File: src/rtl/chopper_pkg.sv
package chopper_pkg;

  typedef enum logic [1:0] {
    ST_IDLE,
    ST_DRIVE,
    ST_OFF
  } chopState_t;

  // Strobes from the sequencer to the timer datapath
  typedef struct packed {
    logic clear;      // drop both timers to zero
    logic loadOff;    // start the off-time one-shot
    logic loadBlank;  // start a blanking window
  } chopStrobe_t;

endpackage

File: src/rtl/chopper_timers.sv
module chopper_timers
  import chopper_pkg::*;
#(
  parameter int OFF_CYCLES   = 1500,
  parameter int BLANK_CYCLES = 160
) (
  input  logic        clk,
  input  logic        rstN,
  input  chopStrobe_t strobe,
  output logic        offLast,
  output logic        blankBusy
);

  localparam int OFF_W   = $clog2(OFF_CYCLES + 1);
  localparam int BLANK_W = $clog2(BLANK_CYCLES + 1);

  logic [OFF_W-1:0]   offCnt;
  logic [BLANK_W-1:0] blankCnt;

  always_ff @(posedge clk or negedge rstN) begin
    if (!rstN)                offCnt <= '0;
    else if (strobe.clear)    offCnt <= '0;
    else if (strobe.loadOff)  offCnt <= OFF_W'(OFF_CYCLES);
    else if (offCnt != '0)    offCnt <= offCnt - OFF_W'(1);
  end

  always_ff @(posedge clk or negedge rstN) begin
    if (!rstN)                 blankCnt <= '0;
    else if (strobe.clear)     blankCnt <= '0;
    else if (strobe.loadBlank) blankCnt <= BLANK_W'(BLANK_CYCLES);
    else if (blankCnt != '0)   blankCnt <= blankCnt - BLANK_W'(1);
  end

  assign offLast   = (offCnt == OFF_W'(1));
  assign blankBusy = (blankCnt != '0);

endmodule

File: src/rtl/chopper_ctrl.sv
module chopper_ctrl
  import chopper_pkg::*;
(
  input  logic        clk,
  input  logic        rstN,
  input  logic        enable,
  input  logic        sleepN,
  input  logic        tripIn,
  input  logic        offLast,
  input  logic        blankBusy,
  output chopStrobe_t strobe,
  output logic        chopActive
);

  chopState_t state, stateNext;
  logic active;

  assign active = enable && sleepN;

  always_comb begin
    stateNext = state;
    strobe    = '0;
    if (!active) begin
      stateNext    = ST_IDLE;
      strobe.clear = 1'b1;
    end else begin
      unique case (state)
        ST_IDLE: begin
          stateNext        = ST_DRIVE;
          strobe.loadBlank = 1'b1;
        end
        ST_DRIVE: begin
          if (tripIn && !blankBusy) begin
            stateNext        = ST_OFF;
            strobe.loadOff   = 1'b1;
            strobe.loadBlank = 1'b1;
          end
        end
        ST_OFF: begin
          if (offLast) begin
            stateNext        = ST_DRIVE;
            strobe.loadBlank = 1'b1;
          end
        end
        default: stateNext = ST_IDLE;
      endcase
    end
  end

  always_ff @(posedge clk or negedge rstN) begin
    if (!rstN) state <= ST_IDLE;
    else       state <= stateNext;
  end

  assign chopActive = (state == ST_OFF);

endmodule

File: src/rtl/offtime_chopper.sv
module offtime_chopper
  import chopper_pkg::*;
#(
  parameter int OFF_CYCLES   = 1500,
  parameter int BLANK_CYCLES = 160
) (
  input  logic clk,
  input  logic rstN,
  input  logic enable,
  input  logic sleepN,
  input  logic tripIn,
  output logic chopActive,
  output logic blanking
);

  chopStrobe_t strobe;
  logic        offLast;
  logic        blankBusy;

  chopper_ctrl u_ctrl (
    .clk        (clk),
    .rstN       (rstN),
    .enable     (enable),
    .sleepN     (sleepN),
    .tripIn     (tripIn),
    .offLast    (offLast),
    .blankBusy  (blankBusy),
    .strobe     (strobe),
    .chopActive (chopActive)
  );

  chopper_timers #(
    .OFF_CYCLES   (OFF_CYCLES),
    .BLANK_CYCLES (BLANK_CYCLES)
  ) u_timers (
    .clk       (clk),
    .rstN      (rstN),
    .strobe    (strobe),
    .offLast   (offLast),
    .blankBusy (blankBusy)
  );

  assign blanking = blankBusy;

endmodule

File: config.mk
export PLATFORM = sky130hd
export DESIGN_NAME = offtime_chopper
export DESIGN_NICKNAME = d
export VERILOG_FILES = /design/src/rtl/chopper_pkg.sv /design/src/rtl/chopper_timers.sv /design/src/rtl/chopper_ctrl.sv /design/src/rtl/offtime_chopper.sv
export SDC_FILE = /design/constraint.sdc
export NUM_CORES = 1
export LEC_CHECK = 0
export ABC_AREA = 0
export BUFFER_PORTS_ARGS = -buffer_cell sky130_fd_sc_hd__buf_2
export CAP_MARGIN = 40
export CORE_ASPECT_RATIO = 0.75
export CORE_MARGIN = 5
export CORE_UTILIZATION = 63
export DETAILED_ROUTE_END_ITERATION = 12
export PLACE_DENSITY = 0.88
export SLEW_MARGIN = 5
export SYNTH_ARGS = -nofsm -noshare
export SYNTH_HDL_FRONTEND = slang
export SYNTH_HIERARCHICAL = 1
export SYNTH_SLANG_ARGS = --single-unit
File: constraint.sdc
create_clock -name clk -period 5.1 [get_ports clk]
set_input_delay 0.51 -clock clk [delete_from_list [all_inputs] [get_ports clk]]
set_output_delay 0.51 -clock clk [all_outputs]
set_load 0.005 [all_outputs]
After elaboration in Yosys (flattened, before gate mapping)
Cells that the tools add are included.
{"block": "totals", "register_bits": 21, "in_bits": 5, "output_inout_bits": 2}
{"block": "classes", "add_sub_neg": 2, "eq_ne": 7, "muxes": 15, "reduce_logical": 7}
{"cell": "11-bit two-way mux", "count": 3}
{"cell": "8-bit two-way mux", "count": 3}
{"cell": "11-bit by 1-bit == test with 1-bit output (second input constant)", "count": 1}
{"cell": "11-bit nonzero test", "count": 1}
{"cell": "11-bit by 1-bit subtractor with 11-bit output (second input constant)", "count": 1}
{"cell": "2-bit two-way mux", "count": 5}
{"cell": "8-bit nonzero test", "count": 1}
{"cell": "8-bit by 1-bit subtractor with 8-bit output (second input constant)", "count": 1}
{"cell": "3-bit by 2-bit inequality test with 1-bit output (second input constant)", "count": 2}
{"cell": "3-bit inequality test (second input constant)", "count": 2}
{"cell": "2-bit one-hot mux with 3 select lines", "count": 1}
{"cell": "1-bit one-hot mux with 3 select lines", "count": 1}
{"cell": "2-bit by 1-bit == test with 1-bit output (second input constant)", "count": 1}
{"cell": "2-bit == test (second input constant)", "count": 1}
{"cell": "1-bit logical AND", "count": 2}
{"cell": "2-bit logical NOT", "count": 1}
{"cell": "1-bit two-way mux", "count": 2}
{"cell": "2-bit AND reduction", "count": 1}
{"cell": "1-bit logical NOT", "count": 1}

Logic depth before layout (Yosys ltp)
{"block": "depth", "word_depth": 8, "ltp_mapped": 11, "depth_no_buf": 10}

Hierarchy
The synthesis kept the hierarchy.
{"mod": "chopper_timers", "instances": 1, "cells_per_inst": 115, "area_per_inst_um2": 1106.1}
{"mod": "chopper_ctrl", "instances": 1, "cells_per_inst": 13, "area_per_inst_um2": 128.9}

Worst setup path before layout
OpenSTA, ideal clock, no wires.
{"block": "synth_path", "path_type": "register to register", "start": "reg u_timers.blankCnt[0]", "end": "reg u_timers.offCnt[8]", "setup_time_ps": 86, "t_arrival_ps": 2497, "required_ps": 5014, "path_slack_ps": 2517, "stages_incl_launch_ff": 12, "path_buffers": 1, "cell_sequence": "dfrtp_1 inv_1 ha_1 or3b_2 clkbuf_1 nor2_1 inv_1 nand4bb_1 nor2_1 inv_1 a41o_1 nor3_1"}
{"item": "from (decl)", "line_no": "chopper_timers.sv:18", "rtl": "logic [BLANK_W-1:0] blankCnt;"}
{"item": "from (signal assigned)", "line_no": "chopper_timers.sv:30", "rtl": "else if (strobe.loadBlank) blankCnt <= BLANK_W'(BLANK_CYCLES);"}
{"item": "from (signal assigned)", "line_no": "chopper_timers.sv:31", "rtl": "else if (blankCnt != '0) blankCnt <= blankCnt - BLANK_W'(1);"}
{"item": "to (signal assigned)", "line_no": "chopper_timers.sv:23", "rtl": "else if (strobe.loadOff) offCnt <= OFF_W'(OFF_CYCLES);"}
{"item": "to (signal assigned)", "line_no": "chopper_timers.sv:24", "rtl": "else if (offCnt != '0) offCnt <= offCnt - OFF_W'(1);"}
{"item": "to (decl)", "line_no": "chopper_timers.sv:17", "rtl": "logic [OFF_W-1:0] offCnt;"}

==> flow_summary.yaml <==
status:
  status: "complete, no violations"
worst_setup_path:
  start_kind: "flip-flop"
  cpPeakStageDelay_ns: 0.54
  crit_path_top_delay_cell: "or3b_2"
  path_max_fanout: 8
  crit_type: "flip-flop to flip-flop"
  cp.required_ns: 5.33
  crit_path_frequent_cell: "inv_1"
  crit_chain: "inv_1 -> ha_1 -> or3b_2 -> nor2_1 -> inv_1 -> nand4bb_1 -> nor2_1 -> inv_1 -> a41o_1 -> nor3_1"
  critical_path_arrival_ns: 3.20
  end_kind: "flip-flop"
  path_buf_inv: 3
  critPathTopFamily: "simple AND/OR/NAND/NOR gates"
clock_tree:
  cts_hold_buf: 0
  clock-sinks: 21
  ctsResizeCount: 0
  clk_latency_ns: 0.31
  clk_pin_slew_ns: 0.11
  cts_root_buf: "clkbuf_4"
  cts_tree: "yes"
  htreeDepth: 1
  post-cts-setup-buffers: 0
  numCtsBuffers: 3
  clk_path_buf_depth: 2
power_and_ir_drop:
  p_per_area_nw_per_um2: 719
  leakage_uw: 0.000568
  ir_worst_vdd_v: 0.000391
placed_design:
  place_area_um2: 1280
  dp.cells: 153
  gp_congestion: 0.893
  dpl.hpwl_mm: 1.92
  preCtsSetupSlack_ns: 2.21
  port_buffers: 6
global_route:
  antenna_found_initial: 0
  grt_max_degree: 22
  gr-usage-all-layers_pct: 19.9
  overflow: 0
  grt_pass1_vias: 978
  grt_pass1_wl_mm: 4.55
synth:
  yosysUniqueCellTypes: 42
  synth_top_family_by_area: "simple AND/OR/NAND/NOR gates"
  synth-main-ff-cell: "dfrtp_1"
  synth_edf_count: 0
  synthXorXnorAreaFrac_pct: 2.13
  synth_common_cells: "dfrtp_1, nor3_1, inv_1, or3_1"
  synth_seq_cells: 21
  synth-simple-area-share_pct: 28.4
  synthAdderAreaFrac_pct: 4.05
  syn_nets: 137
  synth_compound_area_share_pct: 17.0
  netlist_area_um2: 1230
  yosysTopAreaCell: "dfrtp_1"
  postSynthAreaPerCell_um2: 9.65
  synth_area_leaders: "dfrtp_1, nor3_1, ha_1"
  async_reset_ff_share_pct: 100
  yosysMostFrequentCell: "dfrtp_1"
  syn_inst: 128
  yosysWarningCount: 6
  yosysSeqAreaShare_pct: 42.6
  muxShareOfSynthArea_pct: 2.43
  synth_top_area_share_pct: 42.6
floorplanning:
  core_area_um2: 1810
  initial_core_util_pct: 68.4
  die_w_um: 61.1
  io_pins: 7
  rows: 13
  die_h_um: 48.3
  dieArea_um2: 2950
drt:
  drc_errors: 0
  dr.pass1.iters: 4
  ant_nets: 0
  drt-initial-drc-count: 30
  wl_mm: 2.64
  wire_per_inst_um: 16.8
  vias: 1049
  vias_per_cell: 6.68
timing:
  slew_violations: 0
  finalCriticalPeriod_ns: 2.98
  tns_ns: 0
  finalSetupViolations: 0
  timing.final.crit_share_pct: 58.4
  finalHoldViolCount: 0
  grt_setup_unrepaired: "no"
  clock-skew-final_ns: 0.000940
  fin_ws_ns: 2.12
  relSlewSlack_pct: 44.2
  tightest_slew_ns: 0.835
  fmax_mhz: 336
  whs_ns: 0.132
run:
  max-cap-violations: 0
cells_and_area:
  fin_nets: 145
  fin_cells: 157
  diodes: 0
  drive_gt1_share_pct: 12.6
  multi_input_area_um2: 667
  ff_latch_area_um2: 526
  fillers: 130
  design_area_um2: 1310
  area_growth_pct: 6.08
hold_path:
  holdCritPathClass: "input port to async pin"
-- stage by stage --
step	util, %	power [µW]
after floorplan	-	718
after global placement	71.1	818
after global routing	72.6	1010
final	72.6	941
after CTS	72.6	930
after detailed placement	71.1	847
-- path summary, 6_finish.rpt --
check | from | endpoint | slack, ns | cells past startpoint
setup reg to reg | u_timers/blankCnt[0] | u_timers/offCnt[7] | 2.12 | 10
hold / removal | rstN | u_timers/blankCnt[6] | 0.13 | 1
max in group asynchronous | rstN | u_timers/offCnt[10] | 4.66 | 1
min in group clk | tripIn | u_ctrl/state[1] | 0.53 | 3
setup / recovery | u_timers/blankCnt[0] | u_timers/offCnt[7] | 2.12 | 10
hold reg to reg | u_ctrl/state[1] | u_ctrl/state[0] | 0.56 | 1
-- cells in the final DEF, fill, tap and decap left out, types with 4 or more instances in the layout --
cell	n
dfrtp_1	21
nor3_1	13
inv_1	7
buf_2	6
or3_1	6
nand2b_1	5
nor2_1	5
a21oi_1	5
nor2b_1	4
nand2_1	4
a31oi_1	4
ha_1	4
-- cell type report --
class | instances | area share (%)
timing repair buffer | 7 | 2.87
multi-input combinational | 96 | 50.9
inverter | 7 | 2.01
sequential | 21 | 40.1
tap | 22 | 2.10
clock buffer | 4 | 2.01
-- where the power goes --
part | total, µW | leakage, µW | switching [µW] | internal [µW]
combinational | 563 | 0.000267 | 310 | 253
sequential | 297 | 0.000286 | 78.2 | 219
clock | 81.0 | 0.0000150 | 50.4 | 30.6
-- per-layer routing --
metal	GRT usage, %	wire length (µm)	vias to the layer above
li1	-	-	506
met1	31.3	1350	500
met2	26.4	1080	39
met3	5.82	191	4
met4	4.69	14	0
met5	0	0	-
-- state kept, by name, indices dropped and copies added (netlist names) --
name               flops
u_ctrl/state           2
u_timers/blankCnt      8
u_timers/offCnt       11
-- logic make-up after synthesis --
| group | Yosys count |
|---|---|
| XOR/XNOR | 3 |
| flip-flops | 21 |
| adder cells (fa/ha/maj) | 4 |
| multiplexers | 3 |
| AO/OA/AOI/OAI | 30 |
| buffers and inverters | 11 |
| AND/OR/NAND/NOR | 56 |
(Power assumes the default switching activity.)
